`src/rtl/postcode_pkg.sv`:
```
package postcode_pkg;

    typedef enum logic [1:0] {
        PH_CODE = 2'd0,
        PH_HIGH = 2'd1,
        PH_LOW  = 2'd2
    } phase_e;

    // a..g on bits 0..6, active high
    function automatic logic [6:0] hex_glyph(input logic [3:0] nib);
        logic [6:0] g;
        case (nib)
            4'h0: g = 7'h3F;
            4'h1: g = 7'h06;
            4'h2: g = 7'h5B;
            4'h3: g = 7'h4F;
            4'h4: g = 7'h66;
            4'h5: g = 7'h6D;
            4'h6: g = 7'h7D;
            4'h7: g = 7'h07;
            4'h8: g = 7'h7F;
            4'h9: g = 7'h6F;
            4'hA: g = 7'h77;
            4'hB: g = 7'h7C;
            4'hC: g = 7'h39;
            4'hD: g = 7'h5E;
            4'hE: g = 7'h79;
            default: g = 7'h71;
        endcase
        return g;
    endfunction

endpackage

```
`src/rtl/postcode_pacer.sv`:
```
module postcode_pacer #(
    parameter int LIMIT = 16
) (
    input  logic clk,
    input  logic rst,
    input  logic clear,
    input  logic run,
    output logic wrap
);
    localparam int CW = (LIMIT > 2) ? $clog2(LIMIT) : 1;
    localparam logic [CW-1:0] LAST = CW'(LIMIT - 1);

    logic [CW-1:0] cnt_d, cnt_q;

    always_comb begin
        cnt_d = cnt_q;
        wrap  = run && (cnt_q == LAST);
        if (clear) begin
            cnt_d = '0;
        end else if (run) begin
            cnt_d = wrap ? '0 : cnt_q + 1'b1;
        end
    end

    always_ff @(posedge clk) begin
        if (rst) cnt_q <= '0;
        else     cnt_q <= cnt_d;
    end
endmodule

```
`src/rtl/postcode_seq.sv`:
```
module postcode_seq
    import postcode_pkg::*;
(
    input  logic        clk,
    input  logic        rst,
    input  logic        port_hit,
    input  logic [7:0]  wr_byte,
    input  logic        fail_load,
    input  logic [7:0]  fail_code,
    input  logic [15:0] fail_map,
    input  logic        step,
    output logic        cyc_mode,
    output phase_e      phase,
    output logic [7:0]  shown
);
    typedef struct packed {
        logic [7:0]  latch;
        logic [7:0]  code;
        logic [15:0] map;
        logic        cyc;
        phase_e      ph;
    } seq_t;

    seq_t s_d, s_q;

    always_comb begin
        s_d = s_q;
        if (port_hit) begin
            s_d.latch = wr_byte;
            s_d.cyc   = 1'b0;
        end else if (fail_load) begin
            s_d.code = fail_code;
            s_d.map  = fail_map;
            s_d.cyc  = 1'b1;
            s_d.ph   = PH_CODE;
        end else if (s_q.cyc && step) begin
            case (s_q.ph)
                PH_CODE: s_d.ph = PH_HIGH;
                PH_HIGH: s_d.ph = PH_LOW;
                default: s_d.ph = PH_CODE;
            endcase
        end
    end

    always_ff @(posedge clk) begin
        if (rst) begin
            s_q.latch <= '0;
            s_q.code  <= '0;
            s_q.map   <= '0;
            s_q.cyc   <= 1'b0;
            s_q.ph    <= PH_CODE;
        end else begin
            s_q <= s_d;
        end
    end

    always_comb begin
        if (!s_q.cyc) begin
            shown = s_q.latch;
        end else begin
            case (s_q.ph)
                PH_CODE: shown = s_q.code;
                PH_HIGH: shown = s_q.map[15:8];
                default: shown = s_q.map[7:0];
            endcase
        end
    end

    assign cyc_mode = s_q.cyc;
    assign phase    = s_q.ph;
endmodule

```
`src/rtl/postcode_digit_drv.sv`:
```
module postcode_digit_drv
    import postcode_pkg::*;
(
    input  logic       clk,
    input  logic       rst,
    input  logic       flip,
    input  logic [7:0] value,
    output logic [6:0] seg,
    output logic [1:0] dig_sel
);
    logic dig_d, dig_q;

    always_comb begin
        dig_d = flip ? ~dig_q : dig_q;
    end

    always_ff @(posedge clk) begin
        if (rst) dig_q <= 1'b0;
        else     dig_q <= dig_d;
    end

    assign seg     = hex_glyph(dig_q ? value[7:4] : value[3:0]);
    assign dig_sel = dig_q ? 2'b10 : 2'b01;
endmodule

```
`src/rtl/postcode_display.sv`:
```
module postcode_display
    import postcode_pkg::*;
#(
    parameter int              ADDR_W    = 16,
    parameter logic [ADDR_W-1:0] PORT_ADDR = 'h80,
    parameter int              PAUSE_CYC = 1 << 24,
    parameter int              SCAN_CYC  = 1 << 14
) (
    input  logic              clk,
    input  logic              rst,
    input  logic [ADDR_W-1:0] io_addr,
    input  logic              io_wr,
    input  logic [7:0]        io_data,
    input  logic              fail_load,
    input  logic [7:0]        fail_code,
    input  logic [15:0]       fail_map,
    output logic [6:0]        seg,
    output logic [1:0]        dig_sel
);
    logic       port_hit;
    logic       step;
    logic       flip;
    logic       cyc_mode;
    phase_e     phase;
    logic [7:0] shown;

    assign port_hit = io_wr && (io_addr == PORT_ADDR);

    postcode_pacer #(.LIMIT(PAUSE_CYC)) u_pause (
        .clk   (clk),
        .rst   (rst),
        .clear (port_hit | fail_load),
        .run   (cyc_mode),
        .wrap  (step)
    );

    postcode_pacer #(.LIMIT(SCAN_CYC)) u_scan (
        .clk   (clk),
        .rst   (rst),
        .clear (1'b0),
        .run   (1'b1),
        .wrap  (flip)
    );

    postcode_seq u_seq (
        .clk       (clk),
        .rst       (rst),
        .port_hit  (port_hit),
        .wr_byte   (io_data),
        .fail_load (fail_load),
        .fail_code (fail_code),
        .fail_map  (fail_map),
        .step      (step),
        .cyc_mode  (cyc_mode),
        .phase     (phase),
        .shown     (shown)
    );

    postcode_digit_drv u_drv (
        .clk     (clk),
        .rst     (rst),
        .flip    (flip),
        .value   (shown),
        .seg     (seg),
        .dig_sel (dig_sel)
    );
endmodule

```
`config.mk`:
```
export PLATFORM = sky130hd
export DESIGN_NAME = postcode_display
export DESIGN_NICKNAME = d
export VERILOG_FILES = /design/src/rtl/postcode_pkg.sv /design/src/rtl/postcode_pacer.sv /design/src/rtl/postcode_seq.sv /design/src/rtl/postcode_digit_drv.sv /design/src/rtl/postcode_display.sv
export SDC_FILE = /design/constraint.sdc
export NUM_CORES = 1
export LEC_CHECK = 0
export ABC_CLOCK_PERIOD_IN_PS = 2900
export BUFFER_PORTS_ARGS = -buffer_cell sky130_fd_sc_hd__buf_4
export CAP_MARGIN = 20
export CORE_MARGIN = 2
export CORE_UTILIZATION = 40
export DETAILED_ROUTE_END_ITERATION = 8
export GPL_TIMING_DRIVEN = 0
export HOLD_SLACK_MARGIN = 0.12
export PLACE_DENSITY = 0.64
export SETUP_SLACK_MARGIN = 0.02
export SYNTH_ARGS = -nofsm -noshare
export SYNTH_HDL_FRONTEND = slang
export SYNTH_HIERARCHICAL = 1
export SYNTH_SLANG_ARGS = --single-unit
export TNS_END_PERCENT = 1
```
`constraint.sdc`:
```
create_clock -name clk -period 2.9 [get_ports clk]
set_input_delay 0.145 -clock clk [delete_from_list [all_inputs] [get_ports clk]]
set_output_delay 0.145 -clock clk [all_outputs]
set_load 0.05 [all_outputs]
```
==> flow_summary.json <==
{
  "boundaryPins": 61,
  "setup_tns_ps": 0,
  "fp-row-count": 35,
  "die_area_mm2": 0.0104,
  "share_of_final_layout_standard_cells_stronger_than_drive_strength_1_pct": 23.3,
  "rr_worst_depth": 9,
  "hold_path_class": "reg2reg",
  "path_max_fanout": 10,
  "worst_slew_margin_rel_pct": 62.5,
  "final-hold-violation-count": 0,
  "globalRouteMet3Util_pct": 4.04,
  "cts_root_buf": "clkbuf_8",
  "grt_busiest_layer": "met2",
  "synthesis.yosys.warnings": 6,
  "post-route-drc-count": 0,
  "clock_insertion_delay_worst_skew_ps": 340,
  "setup_repair_after_global_routing_missed_its_margin": "no",
  "flow.area_growth_from_synthesis_pct": 32.4,
  "placedInstanceArea_mm2": 0.00445,
  "total_track_usage_pct": 17.5,
  "start_kind": "flop",
  "detail_route.first_pass.iterations": 5,
  "detail_route.vias_per_cell": 4.91,
  "timing.reg2reg.setup_slack_ps": 290,
  "worst_setup_path_end_kind": "primary output",
  "core_area_mm2": 0.00928,
  "tritoncts": "built",
  "rr_endpoint": "u_seq/phase[0]",
  "vias_in_the_first_global_route": 3256,
  "num_antenna_cells": 0,
  "period_share_pct": 95.1,
  "timing_worst_setup_path_type": "reg2out",
  "fin_area_mm2": 0.00507,
  "power_leakage_nw": 1.87,
  "finalWorstPathRequiredPeriod_ps": 2760,
  "layout.nets": 622,
  "finalWeightedCongestion": 0.791,
  "io_buffer_count": 60,
  "layout_setup_ws_ps": 141,
  "wl_per_cell_um": 12.3,
  "ctsHtreeMaxLevel": 3,
  "maximum_number_of_pins_on_one_net_before_global_route_repair": 14,
  "groute.layer.met1.usage_pct": 23.2,
  "fmaxAchievable_mhz": 362,
  "drv_slew": 0,
  "vias": 3415,
  "place_hpwl_um": 6110,
  "dr.first_iter.drc_count": 86,
  "run_status": "finished, final reports clean",
  "finalClockSkew_ps": 5.27,
  "timing.rr.start": "u_pause/cnt_q[0]",
  "grt_antenna_before_repair": 0,
  "worst_ir_drop_vdd_uv": 184,
  "worst_setup_path_endpoint": "seg[3]",
  "synthesis.area_mm2": 0.00383,
  "cellPowerDensity_mw_per_mm2": 428,
  "syn_inst": 452,
  "worst-slew-pin-transition_ps": 558,
  "avgSynthCellArea_um2": 8.47,
  "worstPathRequired_ps": 2760,
  "hold-worst-slack_ps": 460,
  "die_height_um": 102,
  "cts_inserted_buffers": 9,
  "wl_um": 8530,
  "grt_overflow_total": 0,
  "floorplan.initialDensity_pct": 41.2,
  "dp_slack_ps": 114,
  "clock-sinks": 74,
  "power.total_mw": 2.17,
  "cts_max_path_buffers": 2,
  "worst_setup_hold_path_clk_slew_ps": 80,
  "worstPathArrival_ps": 2610,
  "fp.dieW_um": 102,
  "timing.final.setup_violations": 0,
  "critical_path.startpoint": "u_seq/phase[0]",
  "maxCapViolations": 0,
  "grt_first_pass_wirelength_um": 14800,
  "groute.layer.met2.usage_pct": 29.4,
  "antenna_left": 0
}
-- layout make-up --
| class | count | area, um2 |
|---|---|---|
| fill | 861 | 4220 |
| inverter | 22 | 82.6 |
| timing repair buffer | 96 | 810 |
| clock buffer | 9 | 124 |
| multi-input combinational | 330 | 2100 |
| clock inverter | 7 | 93.8 |
| buffer | 28 | 210 |
| tap | 129 | 161 |
| sequential | 74 | 1490 |
-- critical path: stages (launching register included) --
cell and delay, ps:
dfxtp_1 310, buf_6 130, buf_4 170, a211oi_1 230, o22ai_1 140, mux2i_2 290
inv_2 110, ha_2 200, mux4_2 460, inv_1 80, buf_6 150
-- power breakdown --
part	leakage, nW	internal, mW	switching [mW]
registers	0.602	1.04	0.0145
clock network	0.105	0.483	0.394
logic	1.16	0.133	0.111
-- routing by layer --
layer / wire length [um] / part of all wire (%) / vias to the layer above
met1: 4050 / 48 / 1570
met5: 0 / 0 / -
met2: 4070 / 48 / 72
met4: 65 / 0.76 / 0
li1: - / - / 1767
met3: 335 / 3.9 / 6
-- per-stage QoR --
step | util [%] | instances
5_1_grt | 54.6 | 695
3_5_place_dp | 47.9 | 643
6_report | 54.6 | 695
4_1_cts | 54.1 | 695
3_3_place_gp | 47.9 | 643
2_1_floorplan | - | 454
-- repair_timing --
action | CTS | global route
hold buffers | 34 | 0
gates resized for setup | 2 | 15
buffers inserted | 2 | 0
hold endpoints to repair | 36 | 0
pin swaps | 0 | 1
cloned | 0 | 0
setup endpoints to repair | 5 | 3
-- layout by cell type, fill, tap and decap left out, types with 4 or more instances in the layout --
cell,count
nor2_1,42
or3_1,10
nand4_1,10
o21ai_0,18
buf_2,5
nor2b_1,12
xor2_1,7
xnor2_1,19
clkbuf_8,9
dlygate4sd3_1,34
mux2i_1,11
a211oi_1,7
ha_1,7
nor4_1,4
buf_4,67
a21oi_1,39
nor3_1,12
inv_1,20
nand2_1,65
buf_6,8
dfxtp_1,73
o22ai_1,7
nand3_1,8
nand2b_1,4
clkbuf_1,6
conb_1,4
-- how the worst min path moves through the flow --
stage | from | end | slack, ps | depth (start not counted)
global placement | rst | u_scan/cnt_q[12] | 380 | 2
global route | u_seq/s_q[17] | u_seq/s_q[17] | 480 | 2
CTS | io_addr[14] | u_seq/phase[0] | 450 | 5
detailed placement | rst | u_scan/cnt_q[12] | 390 | 2
floorplan | rst | u_scan/cnt_q[12] | 220 | 1
finish | u_seq/s_q[17] | u_seq/s_q[17] | 460 | 2
-- flip-flops by register name (all words and copies together) (netlist names) --
register and flops:
u_drv/dig_q 1, u_pause/cnt_q 24, u_scan/cnt_q 14, u_seq/cyc_mode 1
u_seq/phase 2, u_seq/s_q 32
(Power assumes the default switching activity.)
